<file path="config.mk">
export PLATFORM = sky130hd
export DESIGN_NAME = ofdm_bin_mapper
export DESIGN_NICKNAME = d
export VERILOG_FILES = /design/src/rtl/ofdm_map_pkg.sv /design/src/rtl/ofdm_bin_counter.sv /design/src/rtl/ofdm_bin_classify.sv /design/src/rtl/ofdm_bin_mux.sv /design/src/rtl/ofdm_bin_mapper.sv
export SDC_FILE = /design/constraint.sdc
export NUM_CORES = 1
export LEC_CHECK = 0
export BUFFER_PORTS_ARGS = -buffer_cell sky130_fd_sc_hd__buf_2
export CAP_MARGIN = 15
export CORE_MARGIN = 10
export CORE_UTILIZATION = 47
export DETAILED_ROUTE_END_ITERATION = 12
export PLACE_DENSITY = 0.86
export SLEW_MARGIN = 10
export SYNTH_ARGS = -nofsm -noshare
export SYNTH_HDL_FRONTEND = slang
export SYNTH_SLANG_ARGS = --single-unit
</file>
<file path="constraint.sdc">
create_clock -name clk -period 9.2 [get_ports clk]
set_input_delay 1.84 -clock clk [delete_from_list [all_inputs] [get_ports clk]]
set_output_delay 1.84 -clock clk [all_outputs]
set_load 0.005 [all_outputs]
</file>
<file path="src/rtl/ofdm_map_pkg.sv">
package ofdm_map_pkg;
   typedef enum logic [1:0] {
      BIN_NULL  = 2'd0,
      BIN_PILOT = 2'd1,
      BIN_DATA  = 2'd2
   } bin_kind_e;
endpackage

</file>
<file path="src/rtl/ofdm_bin_counter.sv">
module ofdm_bin_counter #(
   parameter int NFFT = 256,
   localparam int BW = $clog2(NFFT)
) (
   input  logic          clk,
   input  logic          rst_n,
   input  logic          advance,
   output logic [BW-1:0] bin,
   output logic          last
);
   localparam logic [BW-1:0] LAST_BIN = BW'(NFFT - 1);

   assign last = (bin == LAST_BIN);

   always_ff @(posedge clk) begin
      if (!rst_n)
         bin <= '0;
      else if (advance)
         bin <= last ? '0 : bin + 1'b1;
   end

   // after the final bin the index returns to the first bin
   p_wrap_r8: assert property (@(posedge clk) disable iff (!rst_n)
      advance && last |=> bin == '0);

   // without an output transfer the index does not move
   p_hold_r9: assert property (@(posedge clk) disable iff (!rst_n)
      !advance |=> $stable(bin));
endmodule

</file>
<file path="src/rtl/ofdm_bin_classify.sv">
module ofdm_bin_classify
   import ofdm_map_pkg::*;
#(
   parameter int NFFT     = 256,
   parameter int GUARD_LO = 28,
   parameter int GUARD_HI = 27,
   parameter int NPILOT   = 8,
   localparam int BW = $clog2(NFFT)
) (
   input  logic [BW-1:0] bin,
   output bin_kind_e     kind
);
   localparam int NUSED  = NFFT - GUARD_LO - GUARD_HI - 1;
   localparam int HALF   = NUSED / 2;
   localparam int PSPACE = NUSED / NPILOT;
   localparam logic [BW-1:0] LO_B = BW'(GUARD_LO);
   localparam logic [BW-1:0] DC_B = BW'(GUARD_LO + HALF);
   localparam logic [BW-1:0] HI_B = BW'(GUARD_LO + 2 * HALF + 1);

   if ((1 << BW) != NFFT)
      $error("NFFT must be a power of two");
   if (NUSED % 2 != 0)
      $error("used bin count must be even around DC");
   if (NPILOT < 1 || NUSED % NPILOT != 0)
      $error("pilot count must divide the used bin count");

   logic          in_used;
   logic [BW-1:0] used_idx;
   logic [NPILOT-1:0] hit;

   always_comb begin
      in_used  = (bin >= LO_B && bin < DC_B) || (bin > DC_B && bin < HI_B);
      used_idx = (bin < DC_B) ? bin - LO_B : bin - LO_B - 1'b1;
   end

   for (genvar i = 0; i < NPILOT; i++) begin : g_pilot
      localparam logic [BW-1:0] POS = BW'(i * PSPACE);
      assign hit[i] = (used_idx == POS);
   end

   always_comb begin
      if (!in_used)
         kind = BIN_NULL;
      else if (|hit)
         kind = BIN_PILOT;
      else
         kind = BIN_DATA;
   end
endmodule

</file>
<file path="src/rtl/ofdm_bin_mux.sv">
module ofdm_bin_mux
   import ofdm_map_pkg::*;
#(
   parameter int DW        = 16,
   parameter int PILOT_AMP = 11585
) (
   input  bin_kind_e            kind,
   input  logic signed [DW-1:0] in_re,
   input  logic signed [DW-1:0] in_im,
   output logic signed [DW-1:0] out_re,
   output logic signed [DW-1:0] out_im
);
   localparam logic signed [DW-1:0] AMP = DW'(PILOT_AMP);

   always_comb begin
      unique case (kind)
         BIN_DATA:  begin out_re = in_re; out_im = in_im; end
         BIN_PILOT: begin out_re = AMP;   out_im = '0;    end
         default:   begin out_re = '0;    out_im = '0;    end
      endcase
   end
endmodule

</file>
<file path="src/rtl/ofdm_bin_mapper.sv">
module ofdm_bin_mapper
   import ofdm_map_pkg::*;
#(
   parameter int DW        = 16,
   parameter int NFFT      = 256,
   parameter int GUARD_LO  = 28,
   parameter int GUARD_HI  = 27,
   parameter int NPILOT    = 8,
   parameter int PILOT_AMP = 11585,
   localparam int BW = $clog2(NFFT)
) (
   input  logic                 clk,
   input  logic                 rst_n,
   input  logic                 in_valid,
   output logic                 in_ready,
   input  logic signed [DW-1:0] in_re,
   input  logic signed [DW-1:0] in_im,
   output logic                 out_valid,
   input  logic                 out_ready,
   output logic signed [DW-1:0] out_re,
   output logic signed [DW-1:0] out_im,
   output logic [BW-1:0]        out_bin,
   output logic                 out_last
);
   localparam int NDATA = NFFT - GUARD_LO - GUARD_HI - 1 - NPILOT;

   bin_kind_e kind;
   logic      out_fire;
   logic      in_fire;

   ofdm_bin_counter #(.NFFT(NFFT)) u_cnt (
      .clk(clk), .rst_n(rst_n), .advance(out_fire),
      .bin(out_bin), .last(out_last)
   );

   ofdm_bin_classify #(.NFFT(NFFT), .GUARD_LO(GUARD_LO), .GUARD_HI(GUARD_HI),
                       .NPILOT(NPILOT)) u_cls (
      .bin(out_bin), .kind(kind)
   );

   ofdm_bin_mux #(.DW(DW), .PILOT_AMP(PILOT_AMP)) u_mux (
      .kind(kind), .in_re(in_re), .in_im(in_im),
      .out_re(out_re), .out_im(out_im)
   );

   assign out_valid = (kind != BIN_DATA) || in_valid;
   assign in_ready  = (kind == BIN_DATA) && out_ready;
   assign out_fire  = out_valid && out_ready;
   assign in_fire   = in_valid && in_ready;

   // per-symbol tallies used only by the assertions below
   logic [BW:0] data_cnt, pilot_cnt;
   always_ff @(posedge clk) begin
      if (!rst_n) begin
         data_cnt  <= '0;
         pilot_cnt <= '0;
      end else if (out_fire && out_last) begin
         data_cnt  <= '0;
         pilot_cnt <= '0;
      end else if (out_fire) begin
         if (in_fire)          data_cnt  <= data_cnt + 1'b1;
         if (out_im == '0 && kind == BIN_PILOT) pilot_cnt <= pilot_cnt + 1'b1;
      end
   end

   // a complete symbol has consumed exactly NDATA input symbols
   p_data_per_symbol_r6: assert property (@(posedge clk) disable iff (!rst_n)
      out_fire && out_last |-> data_cnt == (BW+1)'(NDATA));

   // a complete symbol has carried exactly NPILOT pilots
   p_pilot_per_symbol_r5: assert property (@(posedge clk) disable iff (!rst_n)
      out_fire && out_last |-> pilot_cnt == (BW+1)'(NPILOT));

   // an input symbol is only taken together with an output transfer
   p_take_with_output_r7: assert property (@(posedge clk) disable iff (!rst_n)
      in_fire |-> out_fire);

   // a stalled bin keeps its index in the next cycle
   p_stall_hold_r9: assert property (@(posedge clk) disable iff (!rst_n)
      out_valid && !out_ready |=> out_bin == $past(out_bin));
endmodule

</file>
Yosys cells after proc, flatten, opt, wreduce, memory -nomap -nowiden
Index checks and enable logic that the tools add are counted.

cells by class
  $add $sub $neg = 3
  multipliers = 0
  divide/modulo/power cells = 0
  order comparisons = 4
  eq/ne operators = 11
  shift-type cells = 0
  mux-type cells = 6
  bitwise operators = 0
  reductions and logical operators = 8

operators by type and width
  kind                                                                number
  case mux 16 bit (2 select lines)                                    1
  == test 8 x 7 -> 1 bit (second input constant)                      3
  == test 8 bit (second input constant)                               3
  < comparator 8 bit (second input constant)                          2
  2-to-1 mux 16 bit                                                   1
  2-to-1 mux 8 bit                                                    2
  adder 8 x 1 -> 8 bit (second input constant)                        1
  == test 8 x 5 -> 1 bit (second input constant)                      1
  == test 8 x 6 -> 1 bit (second input constant)                      1
  greater-or-equal comparator 8 x 5 -> 1 bit (second input constant)  1
  greater-than comparator 8 bit (second input constant)               1
  zero test 8 bit                                                     1
  OR reduction 8 bit                                                  1
  subtractor 8 x 1 -> 8 bit (second input constant)                   1
  subtractor 8 x 5 -> 8 bit (second input constant)                   1
  logical AND 1 bit                                                   4
  2-to-1 mux 2 bit                                                    2
  == test 2 x 1 -> 1 bit (second input constant)                      1
  == test 2 bit (second input constant)                               1
  logical OR 1 bit                                                    2
  inequality test 2 bit (second input constant)                       1

word-level totals
  flip-flop bits (word level) = 8
  bits in latches = 0
  RAM bits = 0
  ROM bits = 0
  bits of input ports = 36
  word-level logic and storage cells = 33
  memories kept = 0

Logic depth before layout (Yosys ltp)
  depth after elaboration = 10
  mapped depth = 12

Cells and area by module
From an unflattened synthesis, not the netlist that was laid out.

second synthesis, totals
  cell total of the unflattened synthesis = 162
  area, all modules = 1196.1 µm²

modules (own cells, without submodules)
  module             instances  cells each  area each (µm²)  sequential area each (µm²)
  ofdm_bin_classify  1          74          534.3            0.0
  ofdm_bin_counter   1          40          371.6            160.2
  ofdm_bin_mux       1          45          265.3            0.0
  ofdm_bin_mapper    1          3           25.0             0.0

Least setup slack after synthesis
No wires, ideal clock.

  path kind = flip-flop to output port
  start = reg u_cnt.bin[2]
  end = out out_im[0]
  arrival time = 2713 ps
  required time = 7360 ps
  path slack = 4647 ps
  cell stages (with the launch flop) = 13
  cell sequence = dfxtp_1 > inv_1 > ha_1 > clkbuf_1 > nor4b_4 > nand3_2 > xnor2_2 > nor4_1 > a31oi_1 > o211ai_2 > nor2_4 > buf_2 > and2_1

on the way
  longest elaborated chain between the ends = 9
  elaborated cells between the ends (all ways) = 23
  those cells by class = 2 x add/sub; 4 x order compare; 8 x eq/ne; 4 x mux; 5 x reduce/logical

RTL lines
  item                                            line                     text
  from (decl)                                     ofdm_bin_counter.sv:8    output logic [BW-1:0] bin,
  from (signal assigned)                          ofdm_bin_counter.sv:19   bin <= last ? '0 : bin + 1'b1;
  subtractor 8 x 5 -> 8 bit                       ofdm_bin_classify.sv:33  used_idx = (bin < DC_B) ? bin - LO_B : bin - LO_B - 1'b1;
  subtractor 8 x 1 -> 8 bit                       ofdm_bin_classify.sv:33
  2-to-1 mux 8 bit                                ofdm_bin_classify.sv:33
  == test 8 x 5 -> 1 bit (tied with other cells)  ofdm_bin_classify.sv:38  assign hit[i] = (used_idx == POS);
  OR reduction 8 bit                              ofdm_bin_classify.sv:44  else if (|hit)
  2-to-1 mux 2 bit                                ofdm_bin_classify.sv:44
  2-to-1 mux 2 bit *                              ofdm_bin_classify.sv:42  if (!in_used)
  == test 2 bit *                                 ofdm_bin_mux.sv:16       unique case (kind)
  2-to-1 mux 16 bit *                             ofdm_bin_mux.sv:16
  to (decl)                                       ofdm_bin_mapper.sv:21    output logic signed [DW-1:0] out_im,

Mark *: on every way between the ends. The rest lies on a longest branch, timed or not.

Worst setup path after layout
  start = reg u_cnt.bin[2]
  end = out out_re[14]

on the way
  longest elaborated chain between the ends = 9
  elaborated cells between the ends (all ways) = 24
  those cells by class = 2 x add/sub; 4 x order compare; 9 x eq/ne; 4 x mux; 5 x reduce/logical

RTL lines
  item                                                            line                     text
  subtractor 8 x 5 -> 8 bit                                       ofdm_bin_classify.sv:33
  subtractor 8 x 1 -> 8 bit                                       ofdm_bin_classify.sv:33
  2-to-1 mux 8 bit                                                ofdm_bin_classify.sv:33
  == test 8 x 5 -> 1 bit (tied with other cells)                  ofdm_bin_classify.sv:38
  OR reduction 8 bit                                              ofdm_bin_classify.sv:44
  2-to-1 mux 2 bit                                                ofdm_bin_classify.sv:44
  2-to-1 mux 2 bit *                                              ofdm_bin_classify.sv:42
  == test 2 x 1 -> 1 bit / == test 2 bit (equally long branches)  ofdm_bin_mux.sv:16
  case mux 16 bit (2 select lines) *                              ofdm_bin_mux.sv:16
  to (decl)                                                       ofdm_bin_mapper.sv:20    output logic signed [DW-1:0] out_re,

Marked as above.

==> impl_metrics.py <==
metrics = {
    "place": {
        "portBuffers": 78,
        "hpwl_mm": 3.63,
        "place_ws_ns": 4.04,
        "postPlaceCellArea_sq_um": 1660,
        "gp_congestion": 0.869,
    },
    "sta": {
        "final.setup.worst_slack_ns": 3.73,
        "relSlewSlack": 0.506,
        "finalClockSkew_ns": 0.000858,
        "rsz0062_at_grt": "false",
        "finalSetupTns_ns": 0,
        "fin_crit_ns": 5.47,
        "hold_viol_final": 0,
        "final_max_slew_viol_count": 0,
        "worst_pin_slew_ns": 0.739,
        "finalSetupViolCount": 0,
        "period_share": 0.595,
        "timing.fmax_mhz": 183,
    },
    "setup_path": {
        "rr_startpoint": "u_cnt.bin[2]$_SDFFE_PN0P_",
        "timing.rr.end": "u_cnt.bin[4]$_SDFFE_PN0P_",
        "crit_required_ns": 7.36,
        "crit_start": "u_cnt.bin[2]$_SDFFE_PN0P_",
        "crit_type": "register to output port",
        "rr_worst_depth": 10,
        "regToRegSetupSlack_ns": 5.81,
        "start_kind": "register",
        "critPathCaptureType": "output port",
        "worst_ep_arrival_time_ns": 3.63,
        "crit_fanout": 26,
    },
    "floorplan": {
        "die_x_um": 72.5,
        "coreArea_sq_um": 2540,
        "io_pins": 79,
        "fp.dieH_um": 72.5,
        "start_util": 0.509,
        "core.rowCount": 18,
        "dieArea_sq_um": 5250,
    },
    "power_and_ir_drop": {
        "p_per_area_nw_per_um2": 51.3,
        "p_seq_frac": 0.443,
        "power.total_w": 0.0000862,
        "p_int_w": 0.0000613,
        "ir_drop_mv": 0.0912,
        "combPwrFrac": 0.243,
        "p_sw_frac": 0.289,
        "pwr-share-clk": 0.314,
        "leakage_nw": 0.847,
        "switchingPower_w": 0.0000249,
    },
    "detailed_routing": {
        "drtPass1Iterations": 5,
        "route.detailed.drc": 0,
        "wl_per_cell_um": 15.9,
        "wl_mm": 4.47,
        "drtIter0Drc": 43,
        "ant_nets": 0,
        "vias": 1506,
        "via_per_inst": 5.38,
    },
    "cells_and_area": {
        "area_delta_synth_final_pct": 29.6,
        "final_common_cell": "buf_2",
        "postLayoutCoreUtil": 0.659,
        "design_area_sq_um": 1680,
        "reg_top3": "u_cnt.bin (8)",
        "n_antenna_cell": 0,
        "fin_nets": 294,
        "largest_register_ffs": 8,
        "drive_above_1_share": 0.364,
        "largest_register": "u_cnt.bin",
        "final_cell_mix": "78 x buf_2, 27 x and2_1, 21 x nor2_1",
    },
    "clock_tree": {
        "htreeDepth": 1,
        "clk_path_buf_depth": 2,
        "insertion_delay_ns": 0.25,
        "path_clk_slew_ns": 0.05,
        "cts_tree": "built",
        "post_cts_buffers": 0,
        "ctsResizeCount": 0,
        "cts_inserted_buffers": 3,
        "cts_root_buffer": "clkbuf_4",
        "cts.sinks": 8,
        "hold_buffers": 0,
    },
    "global_routing": {
        "grtUsageTotal": 0.155,
        "grt_max_degree": 27,
        "grt_pass1_vias": 1434,
        "grt.overflow.total": 0,
        "antenna_found_initial": 0,
        "grt_pass1_wl_mm": 6.88,
    },
    "min_path": {
        "worst_hold_startpoint": "u_cnt.bin[1]$_SDFFE_PN0P_",
        "whs_path_depth": 2,
        "hold_path_class": "register to register",
        "min_to": "u_cnt.bin[1]$_SDFFE_PN0P_",
    },
    "logic_synthesis": {
        "yosys_register_bits": 8,
        "synth_enable_flop_cells": 0,
        "ys_seq_area_frac": 0.124,
        "synthFlopType": "dfxtp_1",
        "yosys_warnings": 0,
        "avgSynthCellArea_sq_um": 7.15,
        "syn_inst": 181,
        "netlist_area_sq_um": 1290,
        "async_flop_share": 0,
        "yosysUniqueCellTypes": 47,
        "syn-num-nets": 223,
    },
    "flow_run": {
        "drv_cap": 0,
    },
    "status": {
        "status": "finished clean",
    },
}
==> metrics by stage <==
stage          instances  hold slack [ns]
4_1_cts              280            0.628
6_report             280            0.618
2_1_floorplan        181            0.568
5_1_grt              280            0.653
3_3_place_gp         277            0.595
3_5_place_dp         277            0.617
==> cell usage after synthesis (3+ instances only) <==
| library cell | count | share of area |
|---|---|---|
| a21oi_1 | 5 | 0.019 |
| a31oi_1 | 3 | 0.014 |
| and2_1 | 27 | 0.13 |
| and3_1 | 5 | 0.024 |
| buf_2 | 5 | 0.019 |
| clkbuf_1 | 4 | 0.012 |
| dfxtp_1 | 8 | 0.12 |
| ha_1 | 6 | 0.058 |
| inv_1 | 12 | 0.035 |
| mux2i_1 | 4 | 0.031 |
| nand2_1 | 12 | 0.035 |
| nand2b_1 | 4 | 0.019 |
| nand3_1 | 3 | 0.012 |
| nand4_1 | 3 | 0.014 |
| nor2_1 | 21 | 0.061 |
| nor3_1 | 5 | 0.019 |
| o2111ai_1 | 3 | 0.020 |
| o211ai_1 | 5 | 0.029 |
| o21ai_0 | 7 | 0.027 |
| xnor2_1 | 3 | 0.020 |
| xor2_1 | 3 | 0.020 |
==> power groups by stage <==
stage                     clock network, W  registers (W)  logic (W)
after floorplan                          0      0.0000377  0.0000119
after global placement                   0      0.0000388  0.0000203
after detailed placement                 0      0.0000390  0.0000208
after CTS                        0.0000270      0.0000383  0.0000210
after global routing             0.0000276      0.0000386  0.0000231
final                            0.0000271      0.0000382  0.0000209
==> layer usage <==
| layer | track usage | vias up | wire length (um) |
|---|---|---|---|
| met5 | 0 | - | 0 |
| met2 | 0.305 | 44 | 2530 |
| met4 | 0.0338 | 0 | 54 |
| met1 | 0.166 | 693 | 1650 |
| li1 | - | 763 | - |
| met3 | 0.0245 | 6 | 236 |
==> layout make-up <==
| class | count | area (sq um) |
|---|---|---|
| fillers | 238 | 867 |
| well taps | 30 | 37.5 |
| inverters | 12 | 45.0 |
| repair buffers | 78 | 390 |
| clock buffers | 3 | 22.5 |
| flip-flops and latches | 8 | 160 |
| multi-input cells | 149 | 1020 |
==> critical path, cell delays in order (launching register included) <==
cell and delay [ns]:
dfxtp_1 0.53, inv_1 0.17, ha_1 0.45, nor4b_4 0.29
nand3_2 0.15, xnor2_2 0.22, nor4_1 0.28, a31oi_1 0.09
o211ai_2 0.64, nor2_4 0.20, and2_1 0.24, buf_2 0.13
==> cell families (layout without fill, tap and decap cells) <==
| logic type | after synthesis | count (layout) | share of synthesized area |
|---|---|---|---|
| XOR/XNOR | 9 | 9 | 0.0870 |
| buffers and inverters | 24 | 93 | 0.0869 |
| AND/OR/NAND/NOR | 96 | 96 | 0.424 |
| AO/OA/AOI/OAI | 34 | 34 | 0.189 |
| flip-flops | 8 | 8 | 0.124 |
| adder cells (fa/ha/maj) | 6 | 6 | 0.0580 |
| multiplexers | 4 | 4 | 0.0309 |
==> worst max-delay path by stage <==
stage                     cells after the start          to
after floorplan                              12   out_im[0]
after global placement                       11   out_im[2]
after detailed placement                     11  out_re[14]
after CTS                                    11  out_re[14]
after global routing                         11  out_re[14]
final                                        11  out_re[14]
(Power assumes the default switching activity.)
